===== config.mk =====
export PLATFORM = sky130hd
export DESIGN_NAME = cbu_unit
export DESIGN_NICKNAME = d
export VERILOG_FILES = /design/src/rtl/cbu_pkg.sv /design/src/rtl/cbu_decode.sv /design/src/rtl/cbu_rstack.sv /design/src/rtl/cbu_link.sv /design/src/rtl/cbu_unit.sv
export SDC_FILE = /design/constraint.sdc
export NUM_CORES = 1
export LEC_CHECK = 0
export ABC_AREA = 1
export ABC_CLOCK_PERIOD_IN_PS = 6100
export BUFFER_PORTS_ARGS = -buffer_cell sky130_fd_sc_hd__buf_4
export CORE_MARGIN = 2
export CORE_UTILIZATION = 65
export DETAILED_ROUTE_END_ITERATION = 6
export PLACE_DENSITY = 0.92
export SYNTH_ARGS = -nofsm -noshare
export SYNTH_HDL_FRONTEND = slang
export SYNTH_SLANG_ARGS = --single-unit

===== constraint.sdc =====
create_clock -name clk -period 6.1 [get_ports clk]
set_input_delay 1.22 -clock clk [delete_from_list [all_inputs] [get_ports clk]]
set_output_delay 1.22 -clock clk [all_outputs]
set_load 0.1 [all_outputs]

===== src/rtl/cbu_pkg.sv =====
package cbu_pkg;

  localparam logic [6:0] CBU_MAJOR = 7'b1111110;

  typedef enum logic [2:0] {
    CLS_REG   = 3'b000,
    CLS_JMP   = 3'b001,
    CLS_LCALL = 3'b010,
    CLS_SCALL = 3'b011,
    CLS_POP   = 3'b100
  } cbu_cls_e;

  typedef enum logic [1:0] {
    SUB_JMPD  = 2'b00,
    SUB_SCALLD = 2'b01,
    SUB_LCALLD = 2'b10,
    SUB_RET   = 2'b11
  } cbu_sub_e;

  // condition passes when the bit selected by the flag pair is set
  function automatic logic cond_pass(input logic [3:0] cc, input logic z, input logic c);
    return cc[{c, z}];
  endfunction

endpackage


===== src/rtl/cbu_decode.sv =====
module cbu_decode
  import cbu_pkg::*;
#(
  parameter int AW = 16
) (
  input  logic          issue_i,
  input  logic [31:0]   instr_i,
  input  logic [AW-1:0] pc_i,
  input  logic [31:0]   dreg_i,
  input  logic          z_i,
  input  logic          c_i,
  output logic          exec_o,
  output logic          jump_o,
  output logic          use_stack_o,
  output logic          push_o,
  output logic          pop_o,
  output logic          link_o,
  output logic          ld_z_o,
  output logic          ld_c_o,
  output logic [AW-1:0] target_o,
  output logic [AW-1:0] ret_o
);

  localparam logic [AW-1:0] ONE  = AW'(1);
  localparam logic [AW-1:0] FOUR = AW'(4);

  function automatic logic [AW-1:0] imm_target(input logic [AW-1:0] pc, input logic rel,
                                               input logic [15:0] n);
    return rel ? pc + AW'(n) : AW'(n);
  endfunction

  function automatic logic [AW-1:0] ret_addr(input logic [AW-1:0] pc, input logic delayed);
    return delayed ? pc + FOUR : pc + ONE;
  endfunction

  logic       ours;
  logic       known;
  logic [2:0] cls;
  logic [1:0] mm;
  logic [15:0] nfield;

  assign cls    = instr_i[24:22];
  assign mm     = instr_i[17:16];
  assign nfield = instr_i[15:0];
  assign ours   = issue_i && (instr_i[31:25] == CBU_MAJOR);
  assign known  = (cls <= 3'b100);
  assign exec_o = ours && known && cond_pass(instr_i[21:18], z_i, c_i);

  always_comb begin
    jump_o      = 1'b0;
    use_stack_o = 1'b0;
    push_o      = 1'b0;
    pop_o       = 1'b0;
    link_o      = 1'b0;
    ld_z_o      = 1'b0;
    ld_c_o      = 1'b0;
    target_o    = imm_target(pc_i, mm[0], nfield);
    ret_o       = ret_addr(pc_i, mm[1]);
    if (exec_o) begin
      unique case (cls)
        CLS_SCALL: begin jump_o = 1'b1; push_o = 1'b1; end
        CLS_LCALL: begin jump_o = 1'b1; link_o = 1'b1; end
        CLS_JMP:   jump_o = 1'b1;
        CLS_POP:   pop_o = 1'b1;
        CLS_REG: begin
          target_o = dreg_i[AW-1:0];
          ret_o    = pc_i + ONE;
          jump_o   = 1'b1;
          if (mm == SUB_RET) begin
            pop_o       = 1'b1;
            use_stack_o = 1'b1;
          end else begin
            ld_z_o = instr_i[15];
            ld_c_o = instr_i[14];
            push_o = (mm == SUB_SCALLD);
            link_o = (mm == SUB_LCALLD);
          end
        end
        default: ;
      endcase
    end
  end

endmodule


===== src/rtl/cbu_rstack.sv =====
module cbu_rstack #(
  parameter int AW    = 16,
  parameter int DEPTH = 4
) (
  input  logic          clk,
  input  logic          rst_n,
  input  logic          push_i,
  input  logic          pop_i,
  input  logic [AW-1:0] data_i,
  output logic [AW-1:0] top_o,
  output logic          err_o
);

  localparam int CW = $clog2(DEPTH + 1);
  localparam logic [CW-1:0] FULL = CW'(DEPTH);

  logic [AW-1:0] ent [DEPTH];
  logic [CW-1:0] level;
  logic          is_full;
  logic          is_empty;

  assign is_full  = (level == FULL);
  assign is_empty = (level == '0);
  assign top_o    = is_empty ? '0 : ent[0];

  always_ff @(posedge clk or negedge rst_n) begin
    if (!rst_n) begin
      for (int i = 0; i < DEPTH; i++) ent[i] <= '0;
      level <= '0;
      err_o <= 1'b0;
    end else if (push_i) begin
      for (int i = DEPTH - 1; i > 0; i--) ent[i] <= ent[i-1];
      ent[0] <= data_i;
      if (is_full) err_o <= 1'b1;
      else         level <= level + CW'(1);
    end else if (pop_i) begin
      for (int i = 0; i < DEPTH - 1; i++) ent[i] <= ent[i+1];
      ent[DEPTH-1] <= '0;
      if (is_empty) err_o <= 1'b1;
      else          level <= level - CW'(1);
    end
  end

endmodule


===== src/rtl/cbu_link.sv =====
module cbu_link #(
  parameter int NTASK = 4,
  parameter int AW    = 16,
  localparam int TW   = $clog2(NTASK)
) (
  input  logic              clk,
  input  logic              rst_n,
  input  logic              wr_i,
  input  logic [TW-1:0]     sel_i,
  input  logic [AW-1:0]     data_i,
  output logic [AW-1:0]     rd_o,
  output logic [NTASK*AW-1:0] all_o
);

  logic [AW-1:0] lr [NTASK];

  always_ff @(posedge clk or negedge rst_n) begin
    if (!rst_n) begin
      for (int t = 0; t < NTASK; t++) lr[t] <= '0;
    end else if (wr_i) begin
      lr[sel_i] <= data_i;
    end
  end

  assign rd_o = lr[sel_i];

  for (genvar t = 0; t < NTASK; t++) begin : g_flat
    assign all_o[t*AW +: AW] = lr[t];
  end

endmodule


===== src/rtl/cbu_unit.sv =====
module cbu_unit #(
  parameter int NTASK = 4,
  parameter int AW    = 16,
  parameter int DEPTH = 4,
  localparam int TW   = $clog2(NTASK)
) (
  input  logic             clk,
  input  logic             rst_n,
  input  logic             issue_i,
  input  logic [31:0]      instr_i,
  input  logic [TW-1:0]    task_i,
  input  logic [AW-1:0]    pc_i,
  input  logic [31:0]      dreg_i,
  input  logic             flag_z_i,
  input  logic             flag_c_i,
  output logic [AW-1:0]    next_pc_o,
  output logic             taken_o,
  output logic             push_o,
  output logic             pop_o,
  output logic [AW-1:0]    pop_data_o,
  output logic             link_wr_o,
  output logic [AW-1:0]    link_data_o,
  output logic [AW-1:0]    link_o,
  output logic             z_load_o,
  output logic             z_val_o,
  output logic             c_load_o,
  output logic             c_val_o,
  output logic [NTASK-1:0] stk_err_o
);

  logic          dec_exec;
  logic          dec_jump;
  logic          dec_use_stack;
  logic          dec_push;
  logic          dec_pop;
  logic          dec_link;
  logic          dec_ld_z;
  logic          dec_ld_c;
  logic [AW-1:0] dec_target;
  logic [AW-1:0] dec_ret;
  logic [AW-1:0] tops [NTASK];
  logic [AW-1:0] cur_top;
  logic [NTASK*AW-1:0] link_flat;

  cbu_decode #(.AW(AW)) u_dec (
    .issue_i     (issue_i),
    .instr_i     (instr_i),
    .pc_i        (pc_i),
    .dreg_i      (dreg_i),
    .z_i         (flag_z_i),
    .c_i         (flag_c_i),
    .exec_o      (dec_exec),
    .jump_o      (dec_jump),
    .use_stack_o (dec_use_stack),
    .push_o      (dec_push),
    .pop_o       (dec_pop),
    .link_o      (dec_link),
    .ld_z_o      (dec_ld_z),
    .ld_c_o      (dec_ld_c),
    .target_o    (dec_target),
    .ret_o       (dec_ret)
  );

  for (genvar t = 0; t < NTASK; t++) begin : g_task
    logic mine;
    assign mine = (task_i == TW'(t));
    cbu_rstack #(.AW(AW), .DEPTH(DEPTH)) u_stk (
      .clk    (clk),
      .rst_n  (rst_n),
      .push_i (dec_push && mine),
      .pop_i  (dec_pop && mine),
      .data_i (dec_ret),
      .top_o  (tops[t]),
      .err_o  (stk_err_o[t])
    );
  end

  cbu_link #(.NTASK(NTASK), .AW(AW)) u_link (
    .clk    (clk),
    .rst_n  (rst_n),
    .wr_i   (dec_link),
    .sel_i  (task_i),
    .data_i (dec_ret),
    .rd_o   (link_o),
    .all_o  (link_flat)
  );

  assign cur_top     = tops[task_i];
  assign taken_o     = dec_jump;
  assign next_pc_o   = dec_jump ? (dec_use_stack ? cur_top : dec_target) : pc_i + AW'(1);
  assign push_o      = dec_push;
  assign pop_o       = dec_pop;
  assign pop_data_o  = dec_pop ? cur_top : '0;
  assign link_wr_o   = dec_link;
  assign link_data_o = dec_ret;
  assign z_load_o    = dec_ld_z;
  assign c_load_o    = dec_ld_c;
  assign z_val_o     = dreg_i[31];
  assign c_val_o     = dreg_i[30];

endmodule


# Word-level counts from Yosys, hierarchy flattened
# Index checks and enable logic that the tools add are counted.
# Widths: inputs -> output; s select.
[op_classes] reduce_logical=35 bitwise=1 n_addsub=11 n_eq_ne=27 magnitude_cmp=4 mux=83
[ops] op="$mux 64" count=8
[ops] op="$mux 16" count=18
[ops] op="$bmux 16 s2" count=2
[ops] op="$bwmux 64" count=1
[ops] op="$mux 3" count=16
[ops] op="$mux 1" count=33
[ops] op="$demux 16 s2" count=1
[ops] op="$reduce_and 3->1" count=8
[ops] op="$add 16x1->16 const B" count=1
[ops] op="$add 16x16->16" count=1
[ops] op="$add 16x3->16 const B" count=1
[ops] op="$ne 2x2->1 const B" count=8
[ops] op="$reduce_bool 2->1" count=8
[ops] op="$eq 3x3->1 const B" count=5
[ops] op="$logic_not 3->1" count=5
[ops] op="$add 3x1->3 const B" count=4
[ops] op="$logic_and 1x1->1" count=12
[ops] op="$sub 3x1->3 const B" count=4
[ops] op="$eq 2x2->1 const B" count=4
[ops] op="$ne 2x1->1 const B" count=4
[ops] op="$eq 7x7->1 const B" count=1
[ops] op="$eq 3x2->1 const B" count=2
[ops] op="$pmux 1 s2" count=3
[ops] op="$eq 2x1->1 const B" count=2
[ops] op="9 further kinds" count=9
[word_totals] output_inout_bits=76 word_cells=189 regBits=336

# Longest topological paths before layout
# Gate-level depths: netlist of run 1.
[logic_depth] depth_word=8 mapped_depth=16 mapped_depth_nobuf=15

# By module
# From an unflattened synthesis of run 1, not the netlist that was laid out.
[hier_totals] hier_cells=2432 hier_area_um2=19220.9
[by_module_without_submodules] module="cbu_rstack" cells_per_inst=310 area_each_um2=3093.0 instances=4
[by_module_without_submodules] module="cbu_link" cells_per_inst=434 area_each_um2=3143.0 instances=1
[by_module_without_submodules] module="cbu_decode" cells_per_inst=441 area_each_um2=2269.7 instances=1
[by_module_without_submodules] module="cbu_unit" cells_per_inst=317 area_each_um2=1436.4 instances=1

# Worst setup path before layout of run 1
# OpenSTA, ideal clock, no wires.
[synth_timing] kind="input to output" from="in instr_i[25]" to="out next_pc_o[14]" cell_stages=11 t_required_ps=4880 path_slack_ps=236 arrival_ps=4644 path_cell_list="inv_1 nand2_1 nor2_1 o211ai_4 inv_2 nand2_2 nor2_1 buf_2 buf_1 nor2_1 a21oi_1"
[synth_via] word_cells_on_any_way=9
[synth_lines] item="from (decl)" line="cbu_unit.sv:10" rtl="input logic [31:0] instr_i,"
[synth_lines] item="$eq 7x7->1" line="cbu_decode.sv:45" rtl="assign ours = issue_i && (instr_i[31:25] == CBU_MAJOR);"
[synth_lines] item="$logic_and 1x1->1" line="cbu_decode.sv:45"
[synth_lines] item="$logic_and 1x1->1 (2 in a row)" line="cbu_decode.sv:47" rtl="assign exec_o = ours && known && cond_pass(instr_i[21:18], z_i, c_i);"
[synth_lines] item="$mux 1" line="cbu_decode.sv:59" rtl="if (exec_o) begin"
[synth_lines] item="named net taken_o" line="cbu_unit.sv:17" rtl="output logic taken_o,"
[synth_lines] item="$mux 16" line="cbu_unit.sv:90" rtl="assign next_pc_o = dec_jump ? (dec_use_stack ? cur_top : dec_target) : pc_i + AW'(1);"
[synth_lines] item="to (decl)" line="cbu_unit.sv:16" rtl="output logic [AW-1:0] next_pc_o,"
# The timed path passes the listed nets, and every way through them passes these cells.

# Worst setup path in the final report of run 1
[layout_timing] from="in flag_z_i" to="out link_data_o[10]"
[layout_via] elab_chain_cells=4
[layout_rtl] item="from (decl)" line="cbu_unit.sv:14" rtl="input logic flag_z_i,"
[layout_rtl] item="$bmux 1 s2" line="cbu_pkg.sv:22" rtl="return cc[{c, z}];"
[layout_rtl] item="$mux 1 (implied by the code)" line="cbu_pkg.sv:22"
[layout_rtl] item="$logic_and 1x1->1" line="cbu_decode.sv:47"
[layout_rtl] item="$mux 16" line="cbu_decode.sv:59"
[layout_rtl] item="to (decl)" line="cbu_unit.sv:22" rtl="output logic [AW-1:0] link_data_o,"
# Every way passes these cells. The select of a mux whose other input is x is not followed.

==> results of run 1 <==
==> flip-flops by register name, summed over array words and instances (netlist names) <==
register	count
g_task.u_stk.ent	256
u_link.all_o	64
g_task.u_stk.err_o	4
g_task.u_stk.level	12
==> power by group <==
group | internal (mW) | switching, mW | leakage, nW
Combinational | 0.143 | 0.478 | 5.88
Clock | 1.19 | 0.914 | 0.538
Sequential | 2.24 | 0.00495 | 4.11
==> metal layers <==
layer / vias to the layer above / share of wire / GRT usage
li1: 8088 / - / -
met1: 8325 / 0.38 / 0.5176
met2: 1146 / 0.45 / 0.5660
met3: 226 / 0.12 / 0.07894
met4: 0 / 0.055 / 0.1815
met5: - / 0 / 0
==> layout make-up <==
type | count | area (um2)
clock buffers | 50 | 992.2
repair buffers | 167 | 1286
fillers | 1953 | 7112
clock inverters | 10 | 120.1
well taps | 378 | 473.0
inverters | 290 | 1091
flip-flops and latches | 336 | 8408
multi-input cells | 1718 | 8452
==> worst min path at each step <==
stage                     depth (start not counted)  slack [ps]                     to                  start
final                                             1         470  g_task[3].u_stk.err_o  g_task[3].u_stk.err_o
after global routing                              1         490  g_task[3].u_stk.err_o  g_task[3].u_stk.err_o
after CTS                                         1         470  g_task[3].u_stk.err_o  g_task[3].u_stk.err_o
after detailed placement                          1         460  g_task[3].u_stk.err_o  g_task[3].u_stk.err_o
after global placement                            1         440  g_task[3].u_stk.err_o  g_task[3].u_stk.err_o
after floorplan                                   1         430  g_task[3].u_stk.err_o  g_task[3].u_stk.err_o
==> worst register-to-register path, stage by stage (launching register included) <==
cell and delay (ps):
dfrtp_1 400, inv_1 120, nand2_1 90, nor2_1 130, nand2_1 70, o21ai_1 220, nor2_1 150, nand2_1 120
o21ai_1 70
==> cell families after synthesis <==
group | count (synthesis) | synth area share
muxes | 10 | 0.005923
AOI/OAI and AO/OA | 475 | 0.1585
and+or+nand+nor | 1187 | 0.2617
buffers and inverters | 413 | 0.09348
adders and majority gates | 22 | 0.01683
xor gates and xnor gates | 24 | 0.01131
DFF | 336 | 0.4523
==> per-stage QoR <==
stage	instance area (um2)	power (mW)
after global routing	20820	5.097
final	20820	4.964
after CTS	20820	4.952
after global placement	19710	2.886
after floorplan	18590	2.680
after detailed placement	19710	2.894
==> cells in the final DEF, fill, tap and decap left out, types with 3 or more instances in the layout <==
cell	n
nand3b_1	13
nand3_1	128
mux2_2	8
o21ai_0	191
a22oi_1	17
nand4_1	15
o221ai_1	25
dfrtp_1	336
inv_1	275
o22ai_1	19
inv_2	11
clkbuf_16	35
ha_1	17
nor2_2	8
clkbuf_1	9
clkinv_2	4
xnor2_1	6
nand2_1	904
a31oi_1	4
clkbuf_8	6
xor2_1	18
nor3_1	7
o211ai_1	39
nor2_4	3
a21oi_2	3
nor2_1	82
a21oi_1	49
o21ai_1	84
o211ai_2	30
nand3_4	3
or2_2	5
clkinv_1	3
fa_1	5
buf_4	164
nand2_2	13
==> flow_summary_export.csv, run 1 <==
group,metric,value,unit
yosys,ys_seq_area_frac,0.4523,
grt,grt_use_total,0.3742,
yosys,synthDominantCellAreaShare,0.4523,
setup_path,slowest_delay,590,ps
setup_path,cp.depth,11,
placed_design,port_buffers,144,
yosys,synth.distinct_cells,51,
setup_path,timing.rr.start,"g_task[3].u_stk.level[0]",
yosys,async_flop_share,1.000,
run,cap_violations,0,
yosys,synthFlopType,"dfrtp_1",
route,drtPass1Iterations,6,
clock_tree,htree_levels,2,
clock_tree,cts.sinks,336,
die,die-area,0.02997,mm2
setup_path,reg2reg_setup_slack,4640,ps
setup_path,start_kind,"input pin",
sta,fin_tns_setup,0,ps
setup_path,cp.arrival,3830,ps
die,fp-row-count,61,
die,initial_core_util,0.6655,
grt,antenna_found_initial,0,
grt,grt_max_degree,151,
route,dr.first_iter.drc_count,2486,
die,io_pins,163,
setup_path,path_buf_inv,3,
die,core,0.02793,mm2
yosys,yosys-top-cells-count,"nand2_1, dfrtp_1, inv_1, o21ai_0, nand3_1",
setup_path,crit_family,"simple AND/OR/NAND/NOR gates",
route,vias,17790,
clock_tree,clockBufferDepth,3,
sta,period_share,0.8275,
power_and_ir_drop,peakVddDrop,203.7,uV
power_and_ir_drop,pwr_density_cell,238.4,mW/mm2
yosys,syn_inst,2467,
clock_tree,cts_buffers,35,
route,drcViolationCount,0,
setup_path,worstPathCellList,"buf_4 -> inv_1 -> nand2_1 -> nand3_1 -> nand2_1 -> nor2_4 -> nand3_1 -> nand2_4 -> nand2_1 -> nand2_1 -> buf_4",
yosys,synth_seq_cells,336,
sta,max_freq,198.1,MHz
yosys,yosysWarnings,0,
clock_tree,cts_tree,"yes",
setup_path,slowest_stage,"nand3_1",
final_layout,final_nets,2657,
setup_path,worstSetupEndpoint,"link_data_o[10]",
grt,grt_first_pass_wirelength,89.73,mm
clock_tree,clkTransAtPathRegs,60,ps
run_status,status,"finished clean",
yosys,synth_edf_count,0,
setup_path,critPathKind,"input pin to output pin",
clock_tree,ctsHoldBuffers,0,
setup_path,startpoint,"flag_z_i",
sta,holdWs,473.5,ps
power_and_ir_drop,p_leak,10.53,nW
clock_tree,cts_root_buffer,"clkbuf_16",
sta,fin_ws,1052,ps
yosys,synthTopCellsByArea,"dfrtp_1, nand2_1, inv_1",
yosys,syn-num-nets,2576,
final_layout,final_cells,2949,
sta,finalHoldViolCount,0,
yosys,syn_area,0.01859,mm2
yosys,synth_area_per_cell,7.536,um2
setup_path,r2r-end,"g_task[3].u_stk.level[0]",
sta,rsz0062_at_grt,"false",
clock_tree,insertion_delay,530,ps
die,die_h,173.1,um
sta,slew_headroom,0.3232,
sta,skew,12.24,ps
final_layout,area_growth,12.01,%
final_layout,diodes,0,
sta,slew_viol_final,0,
final_layout,fin_util,0.7454,
grt,first_global_vias,16870,
yosys,synth_top_area_cell,"dfrtp_1",
worst_hold_path,hp-class,"flop to flop",
placed_design,dp_hpwl,37.91,mm
clock_tree,post_cts_resized,0,
placed_design,dp_slack,1167,ps
yosys,yosysMostFrequentCell,"nand2_1",
sta,setup_violations,0,
sta,period_minus_slack,5048,ps
final_layout,drive_gt1_frac,0.1217,
route,routed_wl,56.17,mm
route,post_drt_wl_per_cell,19.05,um
grt,globalRouteOverflowTotal,0,
setup_path,worst-path-max-fanout,17,
setup_path,crit_top_cell,"nand2_1",
die,die_x,173.1,um
setup_path,critPathRequiredTime,4880,ps
setup_path,rr_worst_depth,8,
route,vias_per_cell,6.031,
sta,worst_slew_pin_slew,1012,ps
placed_design,placed_cells,2889,
placed_design,gp_congestion,0.9538,
clock_tree,post_cts_buffers,0,
route,ant_nets,0,
setup_path,cp-end-kind,"output pin",
(Power assumes the default switching activity.)
==> inputs of run 2 (changes only) <==
Settings changed: ABC_CLOCK_PERIOD_IN_PS 6100 to 4500, CORE_UTILIZATION 65 to 55, PLACE_DENSITY 0.92 to 0.83.
Clock period 6.1 ns to 4.5 ns, I/O delays scaled along.
==> run 2 against run 1 <==
Flip-flop and latch count is the same. Via count shrank 0.71%. Worst hold slack lost 120 ps. Clock skew grew 17 ps. Clock-buffer cell count shrank 5. Critical path depth grew 1. Sequential share of layout area shrank 0.82 points. Critical endpoint unchanged. Largest power group is now the clock network.
==> flow_summary_export.csv, run 2 (synthesis results as in run 1) <==
group,metric,value,unit
final_layout,multi_input_area,0.008456,mm2
placed_design,port_buffers,144,
die,die-area,0.03529,mm2
grt,antenna_found_initial,0,
die,fp-row-count,67,
power_and_ir_drop,p_leak,10.72,nW
placed_design,placed_cells,2979,
sta,setup_violations,0,
sta,period_minus_slack,4126,ps
sta,period_share,0.9170,
clock_tree,htree_levels,2,
clock_tree,clockBufferDepth,3,
clock_tree,cts.sinks,336,
run,cap_violations,0,
final_layout,fillers,2738,
setup_path,critPathRequiredTime,3600,ps
route,drcViolationCount,0,
run_status,status,"finished clean",
power_and_ir_drop,p_comb_frac,0.121,
power_and_ir_drop,pwr_density_cell,336.7,mW/mm2
clock_tree,insertion_delay,540,ps
final_layout,drive_gt1_frac,0.1325,
final_layout,final_cells,3045,
setup_path,critPathKind,"input pin to output pin",
sta,rsz0062_at_grt,"false",
power_and_ir_drop,p_sw,1.941,mW
die,die_h,187.9,um
route,vias_per_cell,5.799,
sta,fin_ws,373.5,ps
final_layout,fin_util,0.6355,
clock_tree,ctsHoldBuffers,0,
grt,first_global_vias,16650,
clock_tree,cts_tree,"yes",
final_layout,largest_reg_flops,256,
clock_tree,post_cts_buffers,0,
power_and_ir_drop,power_frac_seq,0.425,
power_and_ir_drop,power,7.158,mW
clock_tree,cts_root_buffer,"clkbuf_16",
setup_path,worst-path-max-fanout,38,
power_and_ir_drop,clockPowerShare,0.454,
final_layout,finalInstanceArea,0.02126,mm2
power_and_ir_drop,peakVddDrop,334.8,uV
grt,grt_first_pass_wirelength,89.35,mm
grt,grt_use_total,0.3181,
die,io_pins,163,
die,core,0.03345,mm2
power_and_ir_drop,internal_power,5.216,mW
sta,worst_slew_pin_slew,975.9,ps
sta,skew,29.65,ps
final_layout,seqCellArea,0.008408,mm2
die,die_x,187.9,um
sta,slew_viol_final,0,
power_and_ir_drop,switching_share,0.2712,
setup_path,cp-end-kind,"output pin",
grt,grt_max_degree,104,
die,initial_core_util,0.5558,
sta,max_freq,242.3,MHz
placed_design,dp_hpwl,39.62,mm
placed_design,placed_cell_area,0.01995,mm2
route,ant_nets,0,
final_layout,layout.cells.most_common,"nand2_1",
route,dr.first_iter.drc_count,2260,
clock_tree,cts_buffers,36,
final_layout,area_growth,14.34,%
clock_tree,post_cts_resized,0,
clock_tree,clkTransAtPathRegs,60,ps
sta,finalHoldViolCount,0,
final_layout,regMostFlops,"g_task.u_stk.ent",
route,post_drt_wl_per_cell,18.53,um
setup_path,rr_worst_depth,8,
setup_path,start_kind,"input pin",
worst_hold_path,hp-class,"input pin to async pin",
placed_design,dp_slack,426.4,ps
final_layout,final_nets,2678,
route,vias,17660,
placed_design,gp_congestion,0.9691,
sta,slew_headroom,0.3470,
setup_path,r2r-end,"g_task[3].u_stk.level[2]",
route,drtPass1Iterations,6,
setup_path,cp.arrival,3230,ps
setup_path,reg2reg_setup_slack,3050,ps
route,routed_wl,56.43,mm
grt,globalRouteOverflowTotal,0,
setup_path,timing.rr.start,"g_task[3].u_stk.level[0]",
final_layout,layout_common_cells,"nand2_1, dfrtp_1, inv_1",
==> run 2: final cells by class <==
type | instances | area share
multi-input combinational | 1718 | 0.3978
sequential | 336 | 0.3956
timing repair buffer | 187 | 0.06758
inverter | 290 | 0.05133
clock buffer | 45 | 0.04633
tap | 448 | 0.02637
clock inverter | 20 | 0.01489
antenna | 1 | 0.0001177
==> run 2: power groups by stage <==
stage	clock, mW	sequential [mW]	combinational (mW)
after floorplan	0	3.10	0.539
after global placement	0	3.10	0.843
after detailed placement	0	3.10	0.851
after CTS	3.26	3.04	0.853
after global routing	3.38	3.04	0.920
final	3.25	3.04	0.865
==> run 2: how the worst max path moves through the flow <==
stage	startpoint	to	slack, ps	depth (start not counted)
CTS	instr_i[25]	link_data_o[10]	420	12
floorplan	instr_i[24]	next_pc_o[0]	-230	9
global route	instr_i[25]	link_data_o[10]	280	12
detailed placement	instr_i[25]	link_data_o[10]	430	12
finish	instr_i[25]	link_data_o[10]	370	12
global placement	instr_i[25]	link_data_o[10]	440	12
==> run 2: stage by stage <==
stage	setup TNS [ps]	hold WS, ps
global route	0	427.2
floorplan	-589.1	428.9
detailed placement	0	456.2
global placement	0	448.0
CTS	0	410.5
finish	0	352.4
==> run 2: routing by layer <==
metal  share of wire  global-route usage  wire, um
met3           0.094             0.04810      5300
met4           0.049              0.1445      2789
met2            0.45              0.4989     25590
met1            0.40              0.4395     22750
met5               0                   0         0
==> run 2: critical path, stage by stage <==
cell      delay, ps
buf_4           110
inv_1            40
nand2_1          40
nor2_1          230
o211ai_4        140
nor2_4          270
nand3_1         110
buf_4           290
nand2_4         170
nand2_1         100
nand2_1         400
buf_4           390
